**src/rtl/chan_start_pkg.sv**
```systemverilog
package chan_start_pkg;

    typedef enum logic [1:0] {
        ST_ASLEEP  = 2'd0,
        ST_HOLDOFF = 2'd1,
        ST_ACTIVE  = 2'd2
    } chan_state_e;

    localparam logic [1:0] REG_MODE = 2'd0;
    localparam logic [1:0] REG_HOLD = 2'd1;
    localparam logic [1:0] REG_PCFG = 2'd2;
    localparam logic [1:0] REG_CMD  = 2'd3;

    localparam int SLEEP_BIT = 0;
    localparam int PROG_BIT  = 1;

endpackage

```
**src/rtl/sync_pin_cdc.sv**
```systemverilog
module sync_pin_cdc #(
    parameter int NUM_PINS = 4
) (
    input  logic                clk,
    input  logic                rst_n,
    input  logic [NUM_PINS-1:0] pin_async,
    output logic [NUM_PINS-1:0] pin_sync
);
    for (genvar p = 0; p < NUM_PINS; p++) begin : g_pin
        logic stage1_q, stage2_q;
        always_ff @(posedge clk or negedge rst_n) begin
            if (!rst_n) begin
                stage1_q <= 1'b0;
                stage2_q <= 1'b0;
            end else begin
                stage1_q <= pin_async[p];
                stage2_q <= stage1_q;
            end
        end
        assign pin_sync[p] = stage2_q;
    end
endmodule

```
**src/rtl/chan_reg_decode.sv**
```systemverilog
module chan_reg_decode
    import chan_start_pkg::*;
#(
    parameter int NUM_CH = 4,
    parameter int CH_W   = $clog2(NUM_CH),
    parameter int ADDR_W = CH_W + 2
) (
    input  logic              wr_en,
    input  logic [ADDR_W-1:0] wr_addr,
    input  logic [NUM_CH:0]   cmd_bits,
    output logic [NUM_CH-1:0] mode_we,
    output logic [NUM_CH-1:0] hold_we,
    output logic [NUM_CH-1:0] pcfg_we,
    output logic [NUM_CH-1:0] soft_trig
);
    logic [CH_W-1:0] ch_sel;
    logic [1:0]      reg_sel;
    logic            cmd_start;

    assign ch_sel    = wr_addr[ADDR_W-1:2];
    assign reg_sel   = wr_addr[1:0];
    assign cmd_start = wr_en && (reg_sel == REG_CMD) && cmd_bits[NUM_CH];

    for (genvar c = 0; c < NUM_CH; c++) begin : g_ch
        logic hit;
        assign hit          = wr_en && (ch_sel == CH_W'(c));
        assign mode_we[c]   = hit && (reg_sel == REG_MODE);
        assign hold_we[c]   = hit && (reg_sel == REG_HOLD);
        assign pcfg_we[c]   = hit && (reg_sel == REG_PCFG);
        assign soft_trig[c] = cmd_start && cmd_bits[c];
    end
endmodule

```
**src/rtl/chan_start_fsm.sv**
```systemverilog
module chan_start_fsm
    import chan_start_pkg::*;
#(
    parameter int HOLD_W   = 16,
    parameter int NUM_PINS = 4
) (
    input  logic              clk,
    input  logic              rst_n,
    input  logic              mode_we,
    input  logic              hold_we,
    input  logic              pcfg_we,
    input  logic              soft_trig,
    input  logic [HOLD_W-1:0] wr_data,
    input  logic [NUM_PINS-1:0] pin_lvl,
    output logic              sleep_o,
    output logic              prog_o
);
    localparam logic [HOLD_W-1:0] TWO = HOLD_W'(2);

    chan_state_e         state_q, state_d;
    logic [HOLD_W-1:0]   cnt_q, cnt_d;
    logic [HOLD_W-1:0]   hold_q;
    logic [NUM_PINS-1:0] pin_mask_q;
    logic                pin_arm_q;
    logic                prog_q;
    logic                pin_hit;
    logic                short_hold;

    assign pin_hit    = pin_arm_q && |(pin_mask_q & pin_lvl);
    assign short_hold = hold_q < TWO;

    // configuration registers, writable in every state
    always_ff @(posedge clk or negedge rst_n) begin
        if (!rst_n) begin
            hold_q     <= '0;
            pin_mask_q <= '0;
            pin_arm_q  <= 1'b0;
            prog_q     <= 1'b0;
        end else begin
            if (hold_we) hold_q <= wr_data;
            if (pcfg_we) begin
                pin_mask_q <= wr_data[NUM_PINS-1:0];
                pin_arm_q  <= wr_data[NUM_PINS];
            end
            if (mode_we) prog_q <= wr_data[PROG_BIT];
        end
    end

    // state register
    always_ff @(posedge clk or negedge rst_n) begin
        if (!rst_n) begin
            state_q <= ST_ASLEEP;
            cnt_q   <= '0;
        end else begin
            state_q <= state_d;
            cnt_q   <= cnt_d;
        end
    end

    // next state
    always_comb begin
        state_d = state_q;
        cnt_d   = cnt_q;
        unique case (state_q)
            ST_ASLEEP: begin
                if (mode_we) begin
                    if (!wr_data[SLEEP_BIT]) state_d = ST_ACTIVE;
                end else if (soft_trig || pin_hit) begin
                    if (short_hold) state_d = ST_ACTIVE;
                    else begin
                        state_d = ST_HOLDOFF;
                        cnt_d   = hold_q;
                    end
                end
            end
            ST_HOLDOFF: begin
                if (mode_we) begin
                    state_d = wr_data[SLEEP_BIT] ? ST_ASLEEP : ST_ACTIVE;
                end else if (soft_trig) begin
                    if (short_hold) state_d = ST_ACTIVE;
                    else cnt_d = hold_q;
                end else if (cnt_q <= TWO) begin
                    state_d = ST_ACTIVE;
                end else begin
                    cnt_d = cnt_q - 1'b1;
                end
            end
            ST_ACTIVE: begin
                if (mode_we && wr_data[SLEEP_BIT]) state_d = ST_ASLEEP;
            end
            default: state_d = ST_ASLEEP;
        endcase
    end

    // outputs
    always_comb begin
        sleep_o = (state_q != ST_ACTIVE);
        prog_o  = prog_q;
    end

    assert_reset_asleep_R1: assert property (@(posedge clk) disable iff (!rst_n)
        $rose(rst_n) |-> sleep_o);
    assert_mode_wake_R2: assert property (@(posedge clk) disable iff (!rst_n)
        (mode_we && !wr_data[SLEEP_BIT]) |=> !sleep_o);
    assert_mode_sleep_R2: assert property (@(posedge clk) disable iff (!rst_n)
        (mode_we && wr_data[SLEEP_BIT]) |=> (sleep_o && state_q == ST_ASLEEP));
    assert_prog_hold_R3: assert property (@(posedge clk) disable iff (!rst_n)
        !mode_we |=> $stable(prog_o));
    assert_count_step_R5: assert property (@(posedge clk) disable iff (!rst_n)
        (state_q == ST_HOLDOFF && !mode_we && !soft_trig && cnt_q > TWO)
        |=> (state_q == ST_HOLDOFF && cnt_q == $past(cnt_q) - 1'b1));
    assert_count_done_R5: assert property (@(posedge clk) disable iff (!rst_n)
        (state_q == ST_HOLDOFF && !mode_we && !soft_trig && cnt_q <= TWO) |=> !sleep_o);
    assert_idle_stays_R7: assert property (@(posedge clk) disable iff (!rst_n)
        (state_q == ST_ASLEEP && !mode_we && !soft_trig && !pin_hit)
        |=> (sleep_o && state_q == ST_ASLEEP));
    assert_restart_R8: assert property (@(posedge clk) disable iff (!rst_n)
        (state_q == ST_HOLDOFF && soft_trig && !mode_we && !short_hold)
        |=> (cnt_q == $past(hold_q)));
    assert_active_stays_R9: assert property (@(posedge clk) disable iff (!rst_n)
        (state_q == ST_ACTIVE && !mode_we) |=> !sleep_o);
endmodule

```
**src/rtl/chan_start_ctrl.sv**
```systemverilog
module chan_start_ctrl
    import chan_start_pkg::*;
#(
    parameter int NUM_CH   = 4,
    parameter int NUM_PINS = 4,
    parameter int HOLD_W   = 16,
    parameter int CH_W     = $clog2(NUM_CH),
    parameter int ADDR_W   = CH_W + 2
) (
    input  logic              clk,
    input  logic              rst_n,
    input  logic              wr_en,
    input  logic [ADDR_W-1:0] wr_addr,
    input  logic [HOLD_W-1:0] wr_data,
    input  logic [NUM_PINS-1:0] sync_pin,
    output logic [NUM_CH-1:0] sleep,
    output logic [NUM_CH-1:0] prog
);
    logic [NUM_PINS-1:0] pin_lvl;
    logic [NUM_CH-1:0]   mode_we, hold_we, pcfg_we, soft_trig;

    sync_pin_cdc #(.NUM_PINS(NUM_PINS)) u_cdc (
        .clk       (clk),
        .rst_n     (rst_n),
        .pin_async (sync_pin),
        .pin_sync  (pin_lvl)
    );

    chan_reg_decode #(.NUM_CH(NUM_CH), .CH_W(CH_W), .ADDR_W(ADDR_W)) u_dec (
        .wr_en     (wr_en),
        .wr_addr   (wr_addr),
        .cmd_bits  (wr_data[NUM_CH:0]),
        .mode_we   (mode_we),
        .hold_we   (hold_we),
        .pcfg_we   (pcfg_we),
        .soft_trig (soft_trig)
    );

    for (genvar c = 0; c < NUM_CH; c++) begin : g_chan
        chan_start_fsm #(.HOLD_W(HOLD_W), .NUM_PINS(NUM_PINS)) u_fsm (
            .clk       (clk),
            .rst_n     (rst_n),
            .mode_we   (mode_we[c]),
            .hold_we   (hold_we[c]),
            .pcfg_we   (pcfg_we[c]),
            .soft_trig (soft_trig[c]),
            .wr_data   (wr_data),
            .pin_lvl   (pin_lvl),
            .sleep_o   (sleep[c]),
            .prog_o    (prog[c])
        );
    end

    assert_single_target_R4: assert property (@(posedge clk) disable iff (!rst_n)
        $onehot0(mode_we | hold_we | pcfg_we));
endmodule

```
**config.mk**
```make
export PLATFORM = sky130hd
export DESIGN_NAME = chan_start_ctrl
export DESIGN_NICKNAME = d
export VERILOG_FILES = /design/src/rtl/chan_start_pkg.sv /design/src/rtl/sync_pin_cdc.sv /design/src/rtl/chan_reg_decode.sv /design/src/rtl/chan_start_fsm.sv /design/src/rtl/chan_start_ctrl.sv
export SDC_FILE = /design/constraint.sdc
export NUM_CORES = 1
export LEC_CHECK = 0
export ABC_CLOCK_PERIOD_IN_PS = 2800
export BUFFER_PORTS_ARGS = -buffer_cell sky130_fd_sc_hd__buf_2
export CAP_MARGIN = 0
export CORE_UTILIZATION = 45
export CTS_BUF_LIST = sky130_fd_sc_hd__clkbuf_2 sky130_fd_sc_hd__clkbuf_4 sky130_fd_sc_hd__clkbuf_8
export DETAILED_ROUTE_END_ITERATION = 7
export GPL_ROUTABILITY_DRIVEN = 0
export HOLD_SLACK_MARGIN = 0.03
export MAX_ROUTING_LAYER = met4
export PLACE_DENSITY = 0.71
export SLEW_MARGIN = 40
export SYNTH_ARGS = -nofsm -noshare
export SYNTH_HDL_FRONTEND = slang
export SYNTH_HIERARCHICAL = 1
export SYNTH_SLANG_ARGS = --single-unit
export TNS_END_PERCENT = 5
```
**constraint.sdc**
```tcl
create_clock -name clk -period 2.8 [get_ports clk]
set_clock_uncertainty 0.15 [all_clocks]
set_input_delay 0.84 -clock clk [delete_from_list [all_inputs] [get_ports clk]]
set_output_delay 0.84 -clock clk [all_outputs]
set_load 0.01 [all_outputs]
```
==> impl_results.md, run 1 <==
* CP Launch Type: input pin
* Largest fanout on the critical path at 5
* RSZ-0062 raised after global routing: no
* CP Buf/Inv Count at 2
* Largest cells by area after synthesis: dfrtp_1, mux2_2, o2bb2ai_1
* Antenna cells at 0
* Synth warn at 6
* Vias per inst at 6.192
* Post-synth EDFFs at 0
* CTS tree: yes
* Commonest non-fill, non-tap cell in the layout: dfrtp_1
* Height of the die at 143.8 µm
* R2R cell count at 7
* Maximum operating frequency at 391.9 MHz
* Hpwl dp at 17520 µm
* Synth Cell Area at 9051 µm²
* Clk_lat worst skew at 470 ps
* Starting Density at 46.20%
* Worst EP arrival at 2810 ps
* Setup repair bufs after CTS at 0
* DRT iter0 DRCs at 827
* Hold slack at 176.7 ps
* Cell Int Power at 5837 µW
* Final Max Slew Viols at 0
* Setup crit end kind: flop
* Via count at 7591
* Placed cell area at 10080 µm²
* Psw at 4038 µW
* CORE AREA at 19590 µm²
* Slew HR at 59.58%
* Synthesized instance count at 850
* GR Overflow Total at 0
* Part of the cycle the worst path needs at 91.13%
* Main flop type after synthesis: dfrtp_1
* Routed wire length at 24060 µm
* Largest net degree at the start of global routing at 55
* Net count, final at 983
* Num CTS Buffers at 17
* Yosys top cell by area: dfrtp_1
* Least-Margin Pin Slew at 600.7 ps
* R2r setup slk at 400 ps
* Die width at 143.8 µm
* Global-route wire length before repair at 39430 µm
* P&R area growth vs syn at 15.43%
* Clk pwr share at 16.5%
* Leakage at 0.004391 µW
* Post-CTS resize count at 0
* CTS H-tree lvls at 4
* Post-route ant nets at 0
* IO Pins at 35
* Switching share of power at 40.89%
* Worst path required time at 3060 ps
* Die Area at 20680 µm²
* Most frequent cells in the layout: dfrtp_1, buf_4, mux2_2
* DR pass1 iterations at 7
* Pre-CTS setup slack at -220.7 ps
* Vias in the first global route at 7372
* Min Tclk post-route at 2552 ps
* CP Class: input pin to flop
* Clock-pin slew on the worst setup and hold paths at 100 ps
* CP most frequent cell: a311o_1
* Top-area cell type share of the netlist area at 46.45%
* Post-synthesis async set-or-reset flop share at 100.0%
* Hold Vio Cnt, Final at 0
* Reg-to-Reg End: g_chan[0].u_fsm/cnt_q[12]$_DFFE_PN0P_
* Synth Net Count at 885
* Final worst slack at 248.4 ps
* Seq/Total Area, Yosys at 46.45%
* Port-buffer cells at 34
* Delay-heaviest family, CP: simple AND/OR/NAND/NOR gates
* Bufs on Longest Clock Path at 2
* Share of layout cells above drive strength 1 at 29.97%
* CP peak stage delay at 400 ps
* Count of cell types in the netlist at 74
* CTS root buf: clkbuf_8
* # hold bufs at CTS at 0
* Design area at 10450 µm²
* # rows at 51
* CP cell instances: buf_2, and4_1, and2_1, buf_4, nor3b_2, nand3_1, a311o_1, nor3_1, a311o_1
* WL/cell at 19.63 µm
* Setup violators final at 0
* Mean area per synthesized cell at 10.65 µm²
* HP Class: input pin to async pin
* Comb pwr share at 41.6%
* DRC at 0
* Reg2reg start: g_chan[0].u_fsm/cnt_q[0]$_DFFE_PN0P_
* Peak supply drop at 0.5466 mV
* Sequential share of power at 41.9%
* Initial antenna violation count at 0
* Max stage delay cell, worst path: a311o_1
* Setup TNS at 0 ps
* Tot GR Track Use at 25.75%
* Clock sinks at 168
* #FFs+latches synth at 168
* Outcome: finished clean
* PD cells at 945.2 nW/µm²
* Max-cap viol count at 0
power groups by stage:
stage                     Clock [µW]  Sequential [µW]  Combinational, µW
after floorplan                    0             3860               2950
after global placement             0             4140               3970
after detailed placement           0             4150               4070
after CTS                       1680             4110               4080
after global routing            1770             4240               4500
final                           1630             4130               4110
worst register-to-register path, stage by stage (launching register included):
cell and delay [ps]:
dfrtp_1 430, inv_1 100, ha_1 190, nor3b_1 520, nand3_1 330, o22ai_1 200, a31oi_1 100, a311o_1 270
synth_stat cells, types with 6 or more instances:
master     count
buf_6          6
o2bb2ai_1     21
or3_1         19
a31oi_1       16
clkbuf_1      31
o31ai_1       10
o21ai_0       30
nor3_1        36
inv_1         32
a22oi_1        8
dfrtp_1      168
a22o_1        12
a221oi_2       6
nor2_1        44
nor3b_1        7
a21oi_1       21
o211ai_1      12
nand4_1       18
ha_1           8
nand2_1       46
and4_1         6
nor4_1        28
and3_1         6
o211a_1        6
nand2b_1      10
o41ai_1        7
a311o_1        9
mux2_2        84
mux2i_1        6
nor2b_1        7
nand3_1       22
o22ai_1        8
kinds of logic (layout without fill, tap and decap cells):
kind of cell | count (synthesis) | count (layout) | share of synthesized area, %
AO/OA/AOI/OAI | 210 | 210 | 17.71
multiplexers | 90 | 90 | 11.11
buffers and inverters | 79 | 190 | 3.954
adder cells (fa/ha/maj) | 8 | 8 | 1.106
flip-flops | 168 | 168 | 46.45
AND/OR/NAND/NOR | 295 | 295 | 19.67
flip-flops by register name, indices dropped and copies added, names as in the netlist:
| register | cells |
|---|---|
| u_cdc/g_pin.stage2_q | 4 |
| g_chan.u_fsm/prog_o | 4 |
| g_chan.u_fsm/cnt_q | 64 |
| g_chan.u_fsm/pin_mask_q | 16 |
| g_chan.u_fsm/state_q | 8 |
| u_cdc/g_pin.stage1_q | 4 |
| g_chan.u_fsm/hold_q | 64 |
| g_chan.u_fsm/pin_arm_q | 4 |
worst max path at each step:
stage,from,depth (start not counted),end
3_3_place_gp,wr_en,8,g_chan[0].u_fsm/cnt_q[10]$_DFFE_PN0P_
2_1_floorplan,wr_data[4],7,g_chan[0].u_fsm/cnt_q[8]$_DFFE_PN0P_
6_report,wr_en,9,g_chan[1].u_fsm/cnt_q[12]$_DFFE_PN0P_
3_5_place_dp,wr_en,8,g_chan[0].u_fsm/cnt_q[10]$_DFFE_PN0P_
5_1_grt,wr_en,8,g_chan[1].u_fsm/cnt_q[10]$_DFFE_PN0P_
4_1_cts,wr_en,8,g_chan[0].u_fsm/cnt_q[10]$_DFFE_PN0P_
final cells by class:
class	instances	area, µm²
Sequential cell	168	4204
Inverter	32	120.1
Multi-Input combinational cell	603	4509
Clock buffer	19	255.2
Tap cell	265	331.6
Clock inverter	13	110.1
Fill cell	1776	9143
Timing Repair Buffer	126	917.1
stage by stage:
stage | cells | power (µW) | util, %
after global routing | 1226 | 10510 | 53.33
final | 1226 | 9875 | 53.33
after floorplan | 850 | 6804 | -
after CTS | 1226 | 9870 | 53.33
after detailed placement | 1194 | 8223 | 51.47
after global placement | 1194 | 8111 | 51.47
layer usage:
metal	GRT usage (%)	part of all wire, %
met1	35.04	46
met2	38.90	47
met3	3.999	5.2
met4	9.239	2.6
met5	-	0
No activity file was read; power rests on OpenSTA's default activity.
==> run 2, diff against run 1 <==
--- a/config.mk
+++ b/config.mk
@@ -5,11 +5,12 @@
 export SDC_FILE = /design/constraint.sdc
 export NUM_CORES = 1
 export LEC_CHECK = 0
-export ABC_CLOCK_PERIOD_IN_PS = 2800
+export ABC_CLOCK_PERIOD_IN_PS = 3000
 export BUFFER_PORTS_ARGS = -buffer_cell sky130_fd_sc_hd__buf_2
 export CAP_MARGIN = 0
 export CORE_UTILIZATION = 45
 export CTS_BUF_LIST = sky130_fd_sc_hd__clkbuf_2 sky130_fd_sc_hd__clkbuf_4 sky130_fd_sc_hd__clkbuf_8
+export CTS_CLUSTER_SIZE = 28
 export DETAILED_ROUTE_END_ITERATION = 7
 export GPL_ROUTABILITY_DRIVEN = 0
 export HOLD_SLACK_MARGIN = 0.03
==> constraint.sdc (replaced) <==
create_clock -name clk -period 3 [get_ports clk]
set_clock_uncertainty 0.15 [all_clocks]
set_input_delay 0.9 -clock clk [delete_from_list [all_inputs] [get_ports clk]]
set_output_delay 0.9 -clock clk [all_outputs]
set_load 0.01 [all_outputs]
==> impl_results.md, run 2 (same netlist as run 1, synthesis figures left out) <==
* Outcome: finished clean
* Filler instances at 1734 (-2.4%)
* Final worst slack at 289.4 ps (+41.02 ps)
* CP cell instances: buf_2, and4_1, and2_1, or3b_2, buf_4, nand2_1, nand3_1, a221oi_2
* DR pass1 iterations at 5 (-2)
* Antenna cells at 0 (unchanged)
* Share of layout cells above drive strength 1 at 28.48% (-1.5 points)
* Height of the die at 143.8 µm (unchanged)
* Layout Utilization at 52.57% (-0.76 points)
* Min Tclk post-route at 2711 ps
* Part of the cycle the worst path needs at 90.35%
* Tot GR Track Use at 25.39% (-0.36 points)
* Largest net degree at the start of global routing at 65 (+18%)
* Setup crit end kind: flop
* Starting Density at 46.20% (unchanged)
* Largest fanout on the critical path at 7 (+2)
* CP Class: input pin to flop
* RSZ-0062 raised after global routing: no
* # rows at 51 (unchanged)
* Hold Vio Cnt, Final at 0 (unchanged)
* Post-CTS resize count at 0 (unchanged)
* Num CTS Buffers at 17 (unchanged)
* Die width at 143.8 µm (unchanged)
* Global-route wire length before repair at 39030 µm (-1.0%)
* Delay-heaviest family, CP: simple AND/OR/NAND/NOR gates
* Worst EP arrival at 2930 ps (+120 ps)
* Maximum operating frequency at 368.9 MHz
* Routed wire length at 23830 µm (-0.98%)
* Clk_lat worst skew at 460 ps (about the same)
* Die Area at 20680 µm² (unchanged)
* Clock-pin slew on the worst setup and hold paths at 90 ps (about the same)
* Commonest non-fill, non-tap cell in the layout: dfrtp_1
* P&R area growth vs syn at 13.78%
* Setup violators final at 0 (unchanged)
* CTS tree: yes
* Initial antenna violation count at 0 (unchanged)
* Vias in the first global route at 7247 (-1.7%)
* Pre-CTS setup slack at -142.1 ps (+78.51 ps)
* Peak supply drop at 0.5701 mV (+4.3%)
* CTS H-tree lvls at 4 (unchanged)
* Final Max Slew Viols at 0 (unchanged)
* CP Launch Type: input pin
* Max-cap viol count at 0 (unchanged)
* IO Pins at 35 (unchanged)
* Biggest regs: g_chan.u_fsm/cnt_q (64), g_chan.u_fsm/hold_q (64), g_chan.u_fsm/pin_mask_q (16)
* CTS root buf: clkbuf_8
* DRC at 0 (unchanged)
* Post-route ant nets at 0 (unchanged)
* Hpwl dp at 17010 µm (-3.0%)
* CP Buf/Inv Count at 2 (unchanged)
* DRT iter0 DRCs at 731 (-12%)
* Slew HR at 59.80% (+0.21 points)
* Bufs on Longest Clock Path at 2 (unchanged)
* Setup repair bufs after CTS at 0 (unchanged)
* Clock sinks at 168 (unchanged)
* Least-Margin Pin Slew at 603.1 ps (+2.385 ps)
* Worst path required time at 3220 ps (+160 ps)
* WL/cell at 19.76 µm (+0.66%)
* Most frequent cells in the layout: dfrtp_1, mux2_2, buf_4
* GR Overflow Total at 0 (unchanged)
* Vias per inst at 6.250 (+0.94%)
* Hold slack at 206.2 ps (+29.49 ps)
* Max stage delay cell, worst path: or3b_2
* Net count, final at 963 (-2.0%)
* Leakage at 0.004303 µW (-2.0%)
* HP Class: flop to flop
* Port-buffer cells at 34 (unchanged)
* CP peak stage delay at 490 ps (+90 ps)
* PD cells at 894.4 nW/µm² (-5.4%)
* # hold bufs at CTS at 0 (unchanged)
* Via count at 7537 (-0.71%)
* CORE AREA at 19590 µm² (unchanged)
run 2: cell count changes in the layout (fill, tap and decap cells not counted):
cell / previous run / this run
buf_12: 4 / 3
clkbuf_8: 18 / 17
clkinv_2: 1 / 2
bufinv_16: 0 / 1
buf_4: 88 / 69
clkinvlp_4: 4 / 3
run 2: routing by layer:
layer / track usage [%] / vias up / part of all wire [%]
met3: 4.332 / 47 / 5.5
met5: - / - / 0
met2: 38.32 / 278 / 47
met1: 34.69 / 3788 / 46
li1: - / 3424 / -
met4: 8.175 / 0 / 2.2
run 2: path summary, 6_finish.rpt:
check                                                      from                                     to  slack, ps  depth (start not counted)
max                                                  wr_data[4]  g_chan[2].u_fsm/cnt_q[10]$_DFFE_PN0P_        290                          8
min                           u_cdc/g_pin[0].stage1_q$_DFF_PN0_      u_cdc/g_pin[0].stage2_q$_DFF_PN0_        210                          0
max reg2reg                g_chan[3].u_fsm/cnt_q[1]$_DFFE_PN0P_  g_chan[3].u_fsm/cnt_q[10]$_DFFE_PN0P_        570                          7
min reg2reg                   u_cdc/g_pin[0].stage1_q$_DFF_PN0_      u_cdc/g_pin[0].stage2_q$_DFF_PN0_        210                          0
max in group asynchronous                                 rst_n  g_chan[1].u_fsm/cnt_q[12]$_DFFE_PN0P_       1740                          2
min in group asynchronous                                 rst_n  g_chan[0].u_fsm/hold_q[0]$_DFFE_PN0P_        270                          1
run 2: worst reg2reg max path: cells and delay by family, from the launching register on:
kind / cells / cell delay (ps)
AO/OA/AOI/OAI: 2 / 380
adder cells (fa/ha/maj): 1 / 210
buffers and inverters: 1 / 130
AND/OR/NAND/NOR: 3 / 1070
flip-flops: 1 / 420
run 2: power breakdown:
group | switching, µW | internal [µW]
Combinational | 1990 | 1770
Clock | 887 | 685
Sequential | 881 | 3000
run 2: area by class of cell:
class                           count  area [µm²]  share of cell area [%]
Clock buffer                       18       241.5                   2.345
Clock inverter                     14       137.6                   1.336
Inverter                           32       120.1                   1.166
Multi-Input combinational cell    603        4509                   43.79
Sequential cell                   168        4204                   40.82
Tap cell                          265       331.6                   3.220
Timing Repair Buffer              106       754.5                   7.326
run 2: through the flow:
stage	cell area, µm²	total power [µW]	instances	setup TNS (ps)
after floorplan	9051	6351	850	0
after global placement	9920	7499	1174	-648.3
after detailed placement	9920	7610	1174	-1213
after CTS	10300	9197	1206	0
after global routing	10300	9812	1206	0
final	10300	9211	1206	0
